`src/rtl/acq_timer.sv`:
```
module acq_timer #(
  parameter int CNT_W     = 16,
  parameter int TICK1_DIV = 50,
  parameter int TICK2_DIV = 25
) (
  input  logic             clk,
  input  logic             rst_n,
  input  logic             cfg_we,
  input  logic [15:0]      cfg_wdata,
  input  logic [CNT_W-1:0] interval_len,
  input  logic [CNT_W-1:0] div_len,
  input  logic [CNT_W-1:0] post_len,
  input  logic             sw_start,
  input  logic             sw_stop,
  input  logic             ext_trig,
  output logic             busy,
  output logic             conv_strobe,
  output logic [2:0]       chan,
  output logic [2:0]       gain,
  output logic             twos_cmp
);
  localparam int T1W = (TICK1_DIV > 1) ? $clog2(TICK1_DIV) : 1;
  localparam int T2W = (TICK2_DIV > 1) ? $clog2(TICK2_DIV) : 1;
  localparam logic [T1W-1:0] T1_LAST = T1W'(TICK1_DIV - 1);
  localparam logic [T2W-1:0] T2_LAST = T2W'(TICK2_DIV - 1);
  localparam logic [CNT_W-1:0] ONE = CNT_W'(1);

  logic [10:0] cfg_q;
  wire tb_sel  = cfg_q[10];
  wire ext_en  = cfg_q[9];
  wire pre_md  = cfg_q[8];
  wire scan_en = cfg_q[7];
  wire [2:0] base_ch = cfg_q[6:4];

  assign gain     = cfg_q[3:1];
  assign twos_cmp = cfg_q[0];

  always_ff @(posedge clk) begin
    if (!rst_n)      cfg_q <= '0;
    else if (cfg_we) cfg_q <= cfg_wdata[10:0];
  end

  logic [T1W-1:0] t1_cnt;
  logic [T2W-1:0] t2_cnt;
  wire tick1 = (t1_cnt == T1_LAST);
  wire tick2 = (t2_cnt == T2_LAST);

  always_ff @(posedge clk) begin
    if (!rst_n) begin
      t1_cnt <= '0;
      t2_cnt <= '0;
    end else begin
      t1_cnt <= tick1 ? '0 : t1_cnt + 1'b1;
      t2_cnt <= tick2 ? '0 : t2_cnt + 1'b1;
    end
  end

  logic [CNT_W-1:0] div_cnt;
  wire div_pulse = tick2 && (div_cnt <= ONE);

  always_ff @(posedge clk) begin
    if (!rst_n)     div_cnt <= '0;
    else if (tick2) div_cnt <= (div_cnt <= ONE) ? div_len : div_cnt - 1'b1;
  end

  logic ext_s1, ext_s2, ext_s3;
  wire ext_rise = ext_s2 & ~ext_s3;

  always_ff @(posedge clk) begin
    if (!rst_n) {ext_s1, ext_s2, ext_s3} <= '0;
    else        {ext_s1, ext_s2, ext_s3} <= {ext_trig, ext_s1, ext_s2};
  end

  logic [CNT_W-1:0] smp_cnt, post_cnt;
  logic             post_arm;
  logic             strobe_q;
  logic [2:0]       chan_q;

  wire smp_tick  = tb_sel ? div_pulse : tick1;
  wire start_req = !busy && !sw_stop &&
                   ((!pre_md && ext_en) ? ext_rise : sw_start);
  wire fire      = busy && smp_tick && (smp_cnt <= ONE);

  always_ff @(posedge clk) begin
    if (!rst_n) begin
      busy     <= 1'b0;
      smp_cnt  <= '0;
      post_arm <= 1'b0;
      post_cnt <= '0;
      strobe_q <= 1'b0;
    end else begin
      strobe_q <= fire;
      if (sw_stop) begin
        busy     <= 1'b0;
        post_arm <= 1'b0;
      end else if (start_req) begin
        busy     <= 1'b1;
        smp_cnt  <= interval_len;
        post_arm <= 1'b0;
      end else if (busy) begin
        if (smp_tick)
          smp_cnt <= (smp_cnt <= ONE) ? interval_len : smp_cnt - 1'b1;
        if (pre_md && ext_rise && !post_arm) begin
          post_arm <= 1'b1;
          post_cnt <= post_len;
        end
        if (fire && post_arm) begin
          if (post_cnt <= ONE) begin
            busy     <= 1'b0;
            post_arm <= 1'b0;
          end else begin
            post_cnt <= post_cnt - 1'b1;
          end
        end
      end
    end
  end

  always_ff @(posedge clk) begin
    if (!rst_n)                   chan_q <= '0;
    else if (cfg_we)              chan_q <= cfg_wdata[6:4];
    else if (start_req)           chan_q <= base_ch;
    else if (strobe_q && scan_en) chan_q <= (chan_q == 3'd0) ? base_ch : chan_q - 1'b1;
  end

  assign conv_strobe = strobe_q;
  assign chan        = chan_q;
endmodule


```
`config.mk`:
```
export PLATFORM = sky130hd
export DESIGN_NAME = acq_timer
export DESIGN_NICKNAME = d
export VERILOG_FILES = /design/src/rtl/acq_timer.sv
export SDC_FILE = /design/constraint.sdc
export NUM_CORES = 1
export LEC_CHECK = 0
export BUFFER_PORTS_ARGS = -buffer_cell sky130_fd_sc_hd__buf_2
export CORE_AREA = 2 2 113 115
export DETAILED_ROUTE_END_ITERATION = 6
export DIE_AREA = 0 0 115 117
export SYNTH_ARGS = -nofsm -noshare
export SYNTH_HDL_FRONTEND = slang
export SYNTH_SLANG_ARGS = --single-unit
```
`constraint.sdc`:
```
create_clock -name clk -period 4.85 [get_ports clk]
set_input_delay 0.2425 -clock clk [delete_from_list [all_inputs] [get_ports clk]]
set_output_delay 0.2425 -clock clk [all_outputs]
set_load 0.005 [all_outputs]
```
======== After elaboration in Yosys (flattened, before gate mapping) ========
Index checks and enable logic that the tools add are counted.
cells by class
  add/subtract/negate cells ............... 6
  $mul .................................... 0
  divide/modulo/power cells ............... 0
  $lt $le $gt $ge ......................... 3
  eq/ne operators ......................... 2
  shift operators ......................... 0
  mux-type cells .......................... 21
  bitwise operators ....................... 5
  reduce and logical (&&, ||, !) cells .... 24
operator list
  kind                                                                     number
  16-bit two-way mux                                                       8
  16-bit by 1-bit <= comparator with 1-bit output (second input constant)  3
  16-bit by 1-bit subtractor with 16-bit output (second input constant)    3
  3-bit two-way mux                                                        4
  1-bit logical AND                                                        10
  1-bit two-way mux                                                        9
  6-bit by 1-bit adder with 6-bit output (second input constant)           1
  6-bit == test (second input constant)                                    1
  3-bit AND reduction                                                      2
  2-bit OR reduction                                                       3
  5-bit by 1-bit adder with 5-bit output (second input constant)           1
  5-bit == test (second input constant)                                    1
  1-bit logical NOT                                                        4
  1-bit NOT                                                                4
  2-bit nonzero test                                                       2
  3-bit logical NOT                                                        1
  3-bit nonzero test                                                       1
  3-bit OR reduction                                                       1
  3-bit by 1-bit subtractor with 3-bit output (second input constant)      1
  1-bit bitwise AND                                                        1
word-level totals
  bits in registers ....................... 79
  latch bits .............................. 0
  memory bits (writable) .................. 0
  memory bits (read-only) ................. 0
  bits of input ports ..................... 70
  output and inout port bits .............. 9
  word-level logic and storage cells ...... 74
  memories kept ........................... 0

======== Longest topological paths before layout ========
Gate-level depths: netlist of the first run.
  depth after elaboration ................. 9
  gate-level depth with buffers ........... 10
  gate-level depth less buffers ........... 8

======== Worst setup path after synthesis of the first run ========
OpenSTA, ideal clock, no wires.
  path type ............................... register to register
  start point ............................. register post_cnt[4]
  end point ............................... register post_cnt[0]
  setup time .............................. 0.119 ns
  data arrival time ....................... 2.225 ns
  required time ........................... 4.731 ns
  setup slack ............................. 2.506 ns
  cell stages (with the launch flop) ...... 9
  buffers on the path ..................... 2
  clock period less this slack ............ 2.344 ns
  cells stage by stage .................... dfxtp_1 -> clkbuf_1 -> or4_1 -> or3_1 -> o21ai_0 -> or3b_1 -> buf_6 -> a21oi_1 -> o221a_2
between the ends
  longest elaborated chain between the ends .. 3
RTL lines
  item                                             RTL line  text
  from (decl)                                      74        logic [CNT_W-1:0] smp_cnt, post_cnt;
  from (signal assigned)                           105       post_cnt <= post_len;
  from (signal assigned)                           112       post_cnt <= post_cnt - 1'b1;
  16-bit by 1-bit <= comparator with 1-bit output  108       if (post_cnt <= ONE) begin
  16-bit two-way mux                               108
  16-bit two-way mux                               107       if (fire && post_arm) begin
No other way between the ends.
A chain may end at the register's enable or synchronous reset.

======== Worst setup path after layout of the first run ========
  start point ............................. register t2_cnt[0]
  end point ............................... register post_cnt[1]
between the ends
  longest elaborated chain between the ends .. 7
RTL lines
  item                            RTL line  text
  from (decl)                     44        logic [T2W-1:0] t2_cnt;
  from (signal assigned)          54        t2_cnt <= tick2 ? '0 : t2_cnt + 1'b1;
  5-bit == test                   46        wire tick2 = (t2_cnt == T2_LAST);
  1-bit logical AND               59        wire div_pulse = tick2 && (div_cnt <= ONE);
  1-bit two-way mux               79        wire smp_tick = tb_sel ? div_pulse : tick1;
  1-bit logical AND (2 in a row)  82        wire fire = busy && smp_tick && (smp_cnt <= ONE);
  1-bit logical AND               107
  16-bit two-way mux              107
No other way between the ends.

==> impl_metrics.yaml, run 1 <==
pwr:
  powerDensity_mw_per_mm2: 359
  p_leak_uw: 0.00217
  total_power_uw: 1950
  max-vdd-ir-drop_mv: 0.207
logic_synthesis:
  synth_simple_gate_area_frac: 0.255
  yosysSeqAreaShare: 0.332
  synth-async-reset-ratio: 0
  synth-seq-cells: 79
  synth_cell_types: 67
  synth_edf_count: 0
  synth_top_cells_by_area: "dfxtp_1, o21ai_0, a21oi_1"
  synth_top_area_cell: "dfxtp_1"
  syn_nets: 690
  yosys_warnings: 0
  synth-compound-area-share: 0.236
  synth_area_sq_mm: 0.00477
  synth_flop_cell: "dfxtp_1"
  synth_cells: 608
  synth_top_family_by_area: "simple AND/OR/NAND/NOR gates"
  yosys-mux-area-fraction: 0.0685
  netlist.area_leader.share: 0.332
  synthAdderAreaFrac: 0.0315
  synth.avg_cell_area_sq_um: 7.84
  synthXorXnorAreaFrac: 0.0129
setup_path:
  reg2reg_slack_ns: 1.66
  crit_path_start_kind: "flip-flop"
  critPathRequiredTime_ns: 5.09
  cp.arrival_ns: 3.43
  critPathKind: "reg2reg"
  critical_path.endpoint_type: "flip-flop"
  path_max_fanout: 16
layout:
  fill_cells: 1278
  multi_input_area_sq_mm: 0.00288
  antenna_cells: 0
  syn_to_final_growth_pct: 13.6
  layout-drive-gt1-share: 0.183
  layout.nets: 734
  fin_area_sq_mm: 0.00542
  register_area_sq_mm: 0.00158
routing:
  first_iter_violations: 402
  routedWlPerCell_um: 15.6
  via_per_inst: 5.69
  ant_nets: 0
  first_pass_iters: 5
  wirelength_mm: 12.6
  drc: 0
  vias: 4586
cts:
  cts_tree: "done"
  clk_pin_slew_ns: 0.06
  ctsLongestPathBuffers: 2
  htree_levels: 3
  postCtsHoldBufs: 0
  cts_resized: 0
  cts_root_buf: "clkbuf_16"
  post-cts-setup-buffers: 0
  clock-sinks: 79
  clock_latency_ns: 0.35
  tritoncts.num_buffers: 9
floorplanning:
  fp-row-count: 41
  die_w_um: 115
  die_area_sq_mm: 0.0135
  core_area_sq_mm: 0.0123
  pin_count: 79
  die_y_um: 117
  start_util: 0.387
timing:
  setup_viol: 0
  hold_violations: 0
  rsz0062_at_grt: "no"
  clock_skew_ns: 0.0102
  maxSlewHeadroom: 0.294
  clock.fmax_mhz: 313
  hold_ws_ns: 0.107
  min_period_over_period: 0.658
  final_max_slew_viol_count: 0
  finalSetupTns_ns: 0
  fin_crit_ns: 3.19
  worstMarginPinSlew_ns: 1.06
hold_path:
  hold_class: "in2reg"
global_routing:
  grt_util_met2: 0.309
  top_usage_layer: "met2"
  antenna_found_initial: 0
  grt_max_degree: 43
  grtUsageMet3: 0.0525
  overflow: 0
  grt_pass1_vias: 4165
  grt_use_met1: 0.246
  grt_pass1_wl_mm: 20.3
  track_usage: 0.189
flow_run:
  maxCapViolations: 0
place:
  port_buffers: 73
  gp_congestion: 0.821
  dp_hpwl_mm: 8.32
  dpl_cell_area_sq_mm: 0.00514
outcome:
  status: "finished, final reports clean"
## state kept, by name (all words and copies together), names as in the netlist
| register | flops |
|---|---|
| smp_cnt | 16 |
| t2_cnt | 5 |
| ext_s1 | 1 |
| ext_s3 | 1 |
| ext_s2 | 1 |
| post_cnt | 16 |
| conv_strobe | 1 |
| chan | 3 |
| t1_cnt | 6 |
| post_arm | 1 |
| div_cnt | 16 |
| cfg_q | 11 |
| busy | 1 |
## metal layers
metal	vias up	wire length, um
met5	-	0
met3	9	783
li1	2321	-
met1	2124	5820
met4	0	132
met2	132	5850
## Yosys cell counts, types with 7 or more instances
cell type,count
nor3_1,39
and2_1,7
o21a_1,9
inv_1,23
a31oi_1,9
nand3_1,26
ha_1,12
nand2_1,51
clkbuf_1,29
mux2_2,13
nor4_1,18
o21ai_0,48
a211oi_1,9
dfxtp_1,79
nor2_1,43
mux2i_1,18
or3_1,8
a21boi_0,10
a22oi_1,7
a21oi_1,47
## cells by family (layout without fill, tap and decap cells)
family,count (synthesis),count (layout)
and+or+nand+nor,234,234
AOI/OAI and AO/OA,177,177
DFF,79,79
buffers and inverters,68,116
muxes,31,31
adders and majority gates,12,12
xor gates and xnor gates,7,7
## cell usage in the layout (no fill, tap or decap), drive strengths merged, types with 6 or more instances in the layout
cell type / n
inv: 23
clkbuf: 11
and2: 7
nor2: 43
nand2: 51
a22oi: 7
a211oi: 9
buf: 77
or3: 8
dfxtp: 79
o21ai: 49
mux2i: 18
mux2: 13
or4: 6
o21a: 9
a21o: 7
a21boi: 10
ha: 12
a21oi: 47
a31oi: 9
nor3: 39
nor4: 18
nand3: 26
## metrics by stage
step,cells,worst slack [ns],util
3_5_place_dp,791,1.73,0.417
6_report,806,1.66,0.440
5_1_grt,806,1.43,0.440
2_1_floorplan,608,2.51,-
3_3_place_gp,791,1.79,0.417
4_1_cts,806,1.72,0.440
## critical path, cell delays in order, from the launching register on
cell	delay, ns
dfxtp_1	0.33
inv_1	0.06
ha_1	0.18
and4b_1	0.59
nand2_1	0.18
o31ai_4	0.39
nor3b_2	0.93
nor3_1	0.10
o31a_1	0.33
## final timing paths
check | start | endpoint | depth (start not counted)
hold / removal | ext_trig | ext_s1 | 2
setup / recovery | t2_cnt[0] | post_cnt[1] | 8
setup reg to reg | t2_cnt[0] | post_cnt[1] | 8
hold reg to reg | ext_s1 | ext_s2 | 1
## where the power goes
| part | internal [uW] | switching [uW] | total (uW) |
|---|---|---|---|
| logic | 213 | 344 | 557 |
| registers | 687 | 38.8 | 726 |
| clock network | 394 | 269 | 664 |
## layout make-up
cell class                 instances  area share
inverter                          24      0.0166
timing repair buffer              77      0.0730
clock inverter                     4     0.00877
tap                              150      0.0346
sequential                        79       0.292
multi-input combinational        461       0.532
clock buffer                      11      0.0429
No activity file was read; power rests on OpenSTA's default activity.
==> run 2, diff against run 1 <==
==> constraint.sdc (replaced) <==
create_clock -name clk -period 3.3 [get_ports clk]
set_input_delay 0.165 -clock clk [delete_from_list [all_inputs] [get_ports clk]]
set_output_delay 0.165 -clock clk [all_outputs]
set_load 0.005 [all_outputs]
==> run 2 against run 1 <==
  * Clock power rose by 57%
  * Critical endpoint is now smp_cnt[1]
  * Global-route usage grew 0.39 points
  * Critical path depth unchanged
  * Cell count is 0.62% higher
  * The flow now finishes with violations (DRC)
  * Count of clock-buffer cells in the layout down 1
  * Largest power group unchanged
  * Worst hold slack got worse by 0.082 ns
  * Die area unchanged
  * Sequential power grew 47%
==> impl_metrics.yaml, run 2 (synthesized netlist as in run 1, its figures left out) <==
outcome:
  status: "finished, violations left"
  violations: "DRC"
cts:
  clock_latency_ns: 0.35
  clk_pin_slew_ns: 0.06
  cts_root_buf: "clkbuf_16"
  ctsLongestPathBuffers: 2
  cts_tree: "done"
  tritoncts.num_buffers: 9
  htree_levels: 3
  post-cts-setup-buffers: 0
  clock-sinks: 79
  cts_resized: 0
  postCtsHoldBufs: 0
floorplanning:
  die_w_um: 115
  pin_count: 79
  start_util: 0.387
  die_area_sq_mm: 0.0135
  fp-row-count: 41
  die_y_um: 117
  core_area_sq_mm: 0.0123
setup_path:
  crit_family: "compound AO/OA/AOI/OAI gates"
  cp-startpoint: "div_cnt[0]"
  cp_common_cell: "a211oi_1"
  cp.depth: 8
  path_max_fanout: 15
  cp.arrival_ns: 3.11
  reg2reg_slack_ns: 0.46
  cp_slowest_stage_delay_ns: 0.98
  critPathSlowestCell: "a21oi_1"
  critPathRequiredTime_ns: 3.57
  r2r_end: "smp_cnt[1]"
  crit_chain: "inv_1 -> ha_1 -> o2111ai_1 -> o31ai_4 -> a21oi_1 -> buf_4 -> a211oi_1 -> a211oi_1"
  endpoint: "smp_cnt[1]"
  worstRegToRegCells: 8
  critical_path.endpoint_type: "flip-flop"
  timing.rr.start: "div_cnt[0]"
  crit_path_start_kind: "flip-flop"
  critPathKind: "reg2reg"
  cp_num_buf_inv: 2
global_routing:
  overflow: 0
  grt_pass1_vias: 4335
  antenna_found_initial: 0
  track_usage: 0.193
  grt_max_degree: 40
  grt_pass1_wl_mm: 20.8
layout:
  syn_to_final_growth_pct: 14.8
  antenna_cells: 0
  layout.nets: 738
  final_cell_mix: "dfxtp_1, buf_2, nand2_1"
  final_common_cell: "dfxtp_1"
  layout-drive-gt1-share: 0.191
  top_regs: "div_cnt: 16 flops, post_cnt: 16 flops, smp_cnt: 16 flops"
hold_path:
  hold_class: "in2reg"
timing:
  clock.fmax_mhz: 352
  final_max_slew_viol_count: 0
  setup_viol: 0
  hold_ws_ns: 0.0254
  finalSetupTns_ns: 0
  hold_violations: 0
  worstMarginPinSlew_ns: 1.23
  maxSlewHeadroom: 0.180
  fin_crit_ns: 2.84
  min_period_over_period: 0.861
  clock_skew_ns: 0.00590
  rsz0062_at_grt: "no"
place:
  gp_congestion: 0.827
  port_buffers: 73
  dp_hpwl_mm: 8.43
pwr:
  p_leak_uw: 0.00220
  powerDensity_mw_per_mm2: 538
  max-vdd-ir-drop_mv: 0.330
routing:
  routedWlPerCell_um: 15.4
  vias: 4650
  drc: 1
  via_per_inst: 5.73
  ant_nets: 0
  wirelength_mm: 12.5
  first_iter_violations: 305
  first_pass_iters: 7
flow_run:
  maxCapViolations: 0
[run 2: metal layers]
metal	GRT usage	share of wire
met3	0.0489	0.049
met5	0	0
met2	0.319	0.46
met4	0.0570	0.011
met1	0.251	0.47
[run 2: worst register-to-register path: cells and delay by family (launching register included)]
| kind | cells | cell delay [ns] |
|---|---|---|
| compound gates | 5 | 1.78 |
| fa+ha+maj | 1 | 0.26 |
| flops | 1 | 0.37 |
| buf+inv | 2 | 0.35 |
[run 2: layout make-up]
class / count / area (sq um)
Fill cell: 1258 / 6840
Multi-Input combinational cell: 461 / 2880
Sequential cell: 79 / 1580
Timing Repair Buffer: 81 / 425
Clock buffer: 10 / 239
Tap cell: 150 / 188
Inverter: 24 / 90.1
Clock inverter: 6 / 68.8
[run 2: metrics by stage]
step | total power (uW) | area [sq um] | setup WS, ns | instances | utilization
after global placement | 1880 | 5160 | 0.480 | 795 | 0.420
after floorplan | 1720 | 4770 | 0.956 | 608 | -
final | 2940 | 5470 | 0.458 | 811 | 0.445
after detailed placement | 1910 | 5160 | 0.456 | 795 | 0.420
after CTS | 2960 | 5470 | 0.469 | 811 | 0.445
after global routing | 3120 | 5470 | 0.266 | 811 | 0.445
[run 2: report_power, final]
part / total, uW / switching [uW] / internal (uW)
combinational: 834 / 507 / 327
sequential: 1070 / 56.6 / 1010
clock: 1040 / 431 / 611
total: 2940 / 994 / 1950
[run 2: worst min-delay path by stage]
stage	from	end	slack, ns	cells past startpoint
after floorplan	ext_trig	ext_s1	0.29	1
after global placement	ext_trig	ext_s1	0.39	2
after detailed placement	ext_trig	ext_s1	0.38	2
after CTS	ext_trig	ext_s1	0.02	2
after global routing	ext_trig	ext_s1	0.03	2
final	ext_trig	ext_s1	0.03	2
